`src/rtl/pwl_chaos_pkg.sv`:
```
package pwl_chaos_pkg;

    typedef enum logic [1:0] {
        ST_LOAD = 2'd0,
        ST_STEP = 2'd1,
        ST_HOLD = 2'd2
    } it_state_e;

endpackage

```
`src/rtl/pwl_branch_mac.sv`:
```
module pwl_branch_mac #(
    parameter int XW = 16,
    parameter int KW = 16,
    parameter int KF = 15
) (
    input  logic signed [XW-1:0] x_i,
    input  logic        [KW-1:0] k_lo_i,
    input  logic        [KW-1:0] k_hi_i,
    input  logic signed [XW-1:0] ofs_i,
    output logic signed [XW-1:0] nxt_o
);
    localparam int PW = XW + KW + 1;
    localparam logic signed [PW-1:0] HALF = PW'(1) <<< (KF - 1);
    localparam logic signed [PW-1:0] SMAX = (PW'(1) <<< (XW - 1)) - PW'(1);
    localparam logic signed [PW-1:0] SMIN = -(PW'(1) <<< (XW - 1));

    logic                 neg;
    logic        [KW-1:0] k_sel;
    logic signed [PW-1:0] x_ext, k_ext, prod, shifted, ofs_ext, sum;

    always_comb begin
        neg     = x_i[XW-1];
        k_sel   = neg ? k_lo_i : k_hi_i;
        x_ext   = {{(PW-XW){x_i[XW-1]}}, x_i};
        k_ext   = {{(PW-KW){1'b0}}, k_sel};
        prod    = x_ext * k_ext;
        shifted = (prod + HALF) >>> KF;
        ofs_ext = {{(PW-XW){ofs_i[XW-1]}}, ofs_i};
        sum     = neg ? (shifted + ofs_ext) : (shifted - ofs_ext);
        if (sum > SMAX) begin
            nxt_o = SMAX[XW-1:0];
        end else if (sum < SMIN) begin
            nxt_o = SMIN[XW-1:0];
        end else begin
            nxt_o = sum[XW-1:0];
        end
    end
endmodule

```
`src/rtl/pwl_seed_guard.sv`:
```
module pwl_seed_guard #(
    parameter int XW = 16,
    parameter int KW = 16,
    parameter int KF = 15,
    parameter logic signed [XW-1:0] DEF_SEED = 16'sh1A2B
) (
    input  logic signed [XW-1:0] seed_i,
    input  logic        [KW-1:0] k_lo_i,
    input  logic        [KW-1:0] k_hi_i,
    input  logic signed [XW-1:0] ofs_i,
    output logic signed [XW-1:0] seed_o
);
    logic signed [XW-1:0] probe;
    logic                 stuck;

    pwl_branch_mac #(.XW(XW), .KW(KW), .KF(KF)) probe_i (
        .x_i    (seed_i),
        .k_lo_i (k_lo_i),
        .k_hi_i (k_hi_i),
        .ofs_i  (ofs_i),
        .nxt_o  (probe)
    );

    always_comb begin
        stuck  = (seed_i == '0) || (probe == seed_i);
        seed_o = stuck ? DEF_SEED : seed_i;
    end
endmodule

```
`src/rtl/pwl_chaos_ctrl.sv`:
```
module pwl_chaos_ctrl
    import pwl_chaos_pkg::*;
(
    input  logic clk,
    input  logic rst,
    input  logic en,
    output logic step_o,
    output logic valid_o
);
    it_state_e state_q;

    always_ff @(posedge clk) begin
        if (rst) begin
            state_q <= ST_LOAD;
        end else if (en) begin
            state_q <= ST_STEP;
        end else begin
            state_q <= ST_HOLD;
        end
    end

    always_comb begin
        step_o = en && !rst;
        unique case (state_q)
            ST_LOAD: valid_o = 1'b0;
            ST_STEP: valid_o = 1'b1;
            ST_HOLD: valid_o = 1'b0;
            default: valid_o = 1'b0;
        endcase
    end
endmodule

```
`src/rtl/pwl_chaos_iter.sv`:
```
module pwl_chaos_iter #(
    parameter int XW = 16,
    parameter int KW = 16,
    parameter int KF = 15,
    parameter logic signed [XW-1:0] DEF_SEED = 16'sh1A2B
) (
    input  logic                 clk,
    input  logic                 rst,
    input  logic                 en,
    input  logic        [KW-1:0] k_lo_i,
    input  logic        [KW-1:0] k_hi_i,
    input  logic signed [XW-1:0] ofs_i,
    input  logic signed [XW-1:0] seed_i,
    output logic                 bit_o,
    output logic                 valid_o
);
    localparam int SIGN = XW - 1;

    logic        [KW-1:0] k1_q, k2_q;
    logic signed [XW-1:0] q_q, x_q, x_nxt, seed_eff;
    logic                 bit_q, step;

    pwl_chaos_ctrl ctrl_i (
        .clk     (clk),
        .rst     (rst),
        .en      (en),
        .step_o  (step),
        .valid_o (valid_o)
    );

    pwl_seed_guard #(.XW(XW), .KW(KW), .KF(KF), .DEF_SEED(DEF_SEED)) guard_i (
        .seed_i (seed_i),
        .k_lo_i (k_lo_i),
        .k_hi_i (k_hi_i),
        .ofs_i  (ofs_i),
        .seed_o (seed_eff)
    );

    pwl_branch_mac #(.XW(XW), .KW(KW), .KF(KF)) mac_i (
        .x_i    (x_q),
        .k_lo_i (k1_q),
        .k_hi_i (k2_q),
        .ofs_i  (q_q),
        .nxt_o  (x_nxt)
    );

    always_ff @(posedge clk) begin
        if (rst) begin
            k1_q  <= k_lo_i;
            k2_q  <= k_hi_i;
            q_q   <= ofs_i;
            x_q   <= seed_eff;
            bit_q <= 1'b0;
        end else if (step) begin
            x_q   <= x_nxt;
            bit_q <= ~x_q[SIGN];
        end
    end

    assign bit_o = bit_q;
endmodule

```
`config.mk`:
```
export PLATFORM = sky130hd
export DESIGN_NAME = pwl_chaos_iter
export DESIGN_NICKNAME = d
export VERILOG_FILES = /design/src/rtl/pwl_chaos_pkg.sv /design/src/rtl/pwl_branch_mac.sv /design/src/rtl/pwl_seed_guard.sv /design/src/rtl/pwl_chaos_ctrl.sv /design/src/rtl/pwl_chaos_iter.sv
export SDC_FILE = /design/constraint.sdc
export NUM_CORES = 1
export LEC_CHECK = 0
export BUFFER_PORTS_ARGS = -buffer_cell sky130_fd_sc_hd__clkbuf_2
export CAP_MARGIN = 20
export CORE_MARGIN = 1
export CORE_UTILIZATION = 25
export DETAILED_ROUTE_END_ITERATION = 16
export SLEW_MARGIN = 20
export SYNTH_ARGS = -nofsm -noshare
export SYNTH_HDL_FRONTEND = slang
export SYNTH_SLANG_ARGS = --single-unit
export TNS_END_PERCENT = 100
```
`constraint.sdc`:
```
create_clock -name clk -period 10.6 [get_ports clk]
set_input_delay 1.06 -clock clk [delete_from_list [all_inputs] [get_ports clk]]
set_output_delay 1.06 -clock clk [all_outputs]
set_load 0.01 [all_outputs]
```
==> impl_results.md <==
- Detail Route Antenna Nets: 0
- Die ar.: 91700 um^2
- Count of unresolved DRC violations after routing: 0
- Leftover overflow at the end of global routing: 0
- Maximum fanout along the worst path: 8
- Endpoints failing hold: 0
- Crit path required time: 10.70 ns
- Unrepaired setup endpoints after global routing: true
- Number of placed I/O pins: 69
- Clk Tree Root Cell: clkbuf_16
- Worst path arrival time: between 10 and 15 ns
- Class of the most critical setup path: in -> reg
- Clock sink count: 67
- Number of nets at the end of the flow: around 3500
- Worst-case setup margin in the final layout: between 0.1 and 0.15 ns
- Sequential element share of the synthesized area: about 8.8%
- Initial DRC count: about 1000
- Standard cell with the maximum stage delay on the critical path: fa_1
- RePlAce Congestion: 0.932
- Clk_skew: between 0.008 and 0.009 ns
- Cell row count: roughly 110
- Area share of the leading cell type in the synthesized netlist: 34.5%
- Synth top area cells: fa_1 (35%), ha_1 (15%), edfxtp_1 (8.5%)
- Share of the clock period used by the worst path: between 90 and 100%
- Type of origin of the critical path: input pin
- Commonest register cell after synthesis: edfxtp_1
- Flops & latches, synth: 67
- Setup violations, final: 0
- Synth Area per Inst: between 8 and 9 um^2
- Average wire per standard cell: 16.6 um
- Count of vias placed by the detailed router: roughly 18000
- Iteration count of the initial detailed-routing pass: 6
- Proportion of layout cells with a drive suffix above 1: about 16%
- Cells after Synth: 2531
- Std-Cell Core Area: 89100 um^2
- Maximum number of pins on one net before global-route repair: 54
- Horizontal die dimension: approximately 300 um
- Synthesis warning total: 0
- Total routed wirelength: 64.9 mm
- Number of global-route vias before repair: roughly 19000
- Synth cell types: 95
- Max-slew violation count: 0
- Number of clock buffers inserted by TritonCTS: 9
- Stage delay of the slowest cell on the critical path: roughly 0.54 ns
- Clock-pin slew on the worst setup and hold paths: around 0.060 ns
- Worst slack at placement: -0.735 ns
- Post-synth EDFFs: 64
- Worst rel slew slack: about a quarter
- Worst Tran Pin Value: approximately 1.1 ns
- Nets in the synthesized netlist: approximately 3300
- Avg Vias per Cell: 4.57
- Final critical-path required period: between 10 and 15 ns
- Buffers & Inverters on Critical Path: 7
- Clock network latency to the later pin of the worst-skew pair: 0.34 ns
- TritonCTS clock tree: built
- Wire length of the first global-routing pass: about 100 mm
- Starting Density: 25.4%
- Area growth from synthesis to layout: 17.1%
- Total half-perimeter wirelength after legalization and detailed placement: 56.4 mm
- Result of the run: finished, final reports clean
- Crit-path most repeated cell: fa_1
- Input/output buffers: between 60 and 70
- Total global-route track usage: 14.5%
- Max-cap violations: 0
- Tightest Hold Check Type: reg -> reg
- Family with the most delay on the worst path: adder cells
- Type of element capturing the critical path: flop
- H-Tree Depth: 3
- Clk buf depth: 2
- Number of antenna violations at the first check in global routing: 10
- Achievable Freq: roughly 0.095 GHz
- Post-synthesis instance area: about 23000 um^2
- Cell type with the highest aggregate area in the netlist: fa_1
- Fraction of registers with async set or reset after synthesis: 0%
- Die outline height: slightly above 300 um
[registers in the layout (all words and copies together), names as in the netlist]
register and flops:
k1_q 16, x_q 16, bit_o 1, ctrl_i.state_q 2, k2_q 16, q_q 16
[metal layers]
| layer | routed length (um) | part of all wire, % | up-vias | GRT usage, % |
|---|---|---|---|---|
| li1 | - | - | 8383 | - |
| met5 | 9 | 0.014 | - | 0 |
| met2 | 31300 | 48 | 493 | 24.5 |
| met1 | 28100 | 43 | 8957 | 19.4 |
| met4 | 1300 | 2.0 | 2 | 3.23 |
| met3 | 4190 | 6.4 | 63 | 2.18 |
[layout make-up]
| type | instances | area (um^2) |
|---|---|---|
| flip-flops and latches | 67 | 1980 |
| multi-input cells | 1869 | 18700 |
| diodes | 2 | 5.00 |
| well taps | 1165 | 1460 |
| inverters | 507 | 1900 |
| repair buffers | 288 | 2130 |
| clock buffers | 9 | 225 |
| clock inverters | 7 | 82.6 |
| fillers | 9422 | 62600 |
[placed cells by master, fill, tap and decap left out, drive strengths merged, types with 4 or more instances in the layout]
cell / instances
nand2b: 30
or2: 9
nor3b: 4
nor2: 140
a31oi: 12
nand2: 331
or3: 13
and3: 10
inv: 511
edfxtp: 64
o211ai: 7
and2: 175
xor2: 42
fa: 390
nand3: 25
o41ai: 6
o31a: 4
a21o: 20
a21oi: 82
nand4: 11
o22ai: 5
mux2i: 9
nor4: 4
nor2b: 11
o21ai: 38
nor3: 32
buf: 222
o21a: 20
a211oi: 10
a221o: 4
a22o: 15
a2111oi: 5
mux2: 36
xnor2: 46
clkbuf: 75
o21bai: 10
ha: 272
[cell usage after synthesis (all sizes together), types with 5 or more instances]
cell type    n
a2111oi      5
a211oi      10
a21o        20
a21oi       82
a22o        15
a31oi       12
and2       175
and3        10
buf         11
clkbuf      77
edfxtp      64
fa         390
ha         272
inv        507
mux2        36
mux2i        9
nand2      331
nand2b      30
nand3       25
nand4       11
nor2       140
nor2b       11
nor3        32
o211ai       7
o21a        20
o21ai       38
o21bai      10
o22ai        5
o41ai        6
or2          9
or3         13
xnor2       46
xor2        42
[through the flow]
stage                     instances  hold WS (ns)  TNS, ns  util, %  instance area (um^2)
after global placement         3888         0.494    -9.79     28.9                 25700
after CTS                      3905         0.506        0     29.3                 26100
after detailed placement       3888         0.498   -10.97     28.9                 25700
after global routing           3913         0.569    -3.00     29.8                 26500
after floorplan                2531         0.518        0        -                 22700
final                          3914         0.507        0     29.8                 26500
[repair_timing]
item	in CTS	in global routing
cloned	0	2
pin swaps	6	65
setup buffers	1	6
hold buffers	0	0
setup endpoints to repair	16	16
gates resized for setup	5	78
[path summary, 6_finish.rpt]
kind                 end  slack, ns  startpoint  cells after the start
setup / recovery  x_q[8]       0.10  seed_i[15]                     39
hold / removal     bit_o       0.51       bit_o                      2
setup reg to reg  x_q[1]       0.53     x_q[15]                     40
hold reg to reg    bit_o       0.51       bit_o                      2
[logic make-up after synthesis]
family / after synthesis / synth area share, %
xor gates and xnor gates: 88 / 3.49
buffers and inverters: 595 / 10.1
adders and majority gates: 662 / 49.5
muxes: 45 / 2.19
DFF: 67 / 8.76
AOI/OAI and AO/OA: 266 / 8.65
and+or+nand+nor: 808 / 17.3
[worst min-delay path, delay by kind of cell (launching register included)]
kind,cells,cell delay [ns]
flip-flops,1,0.31
AND/OR/NAND/NOR,1,0.10
AO/OA/AOI/OAI,1,0.05
Power is left out: the tool's default activity adds up to more than one toggle a clock period on the data nets, which glitch-free logic cannot reach.
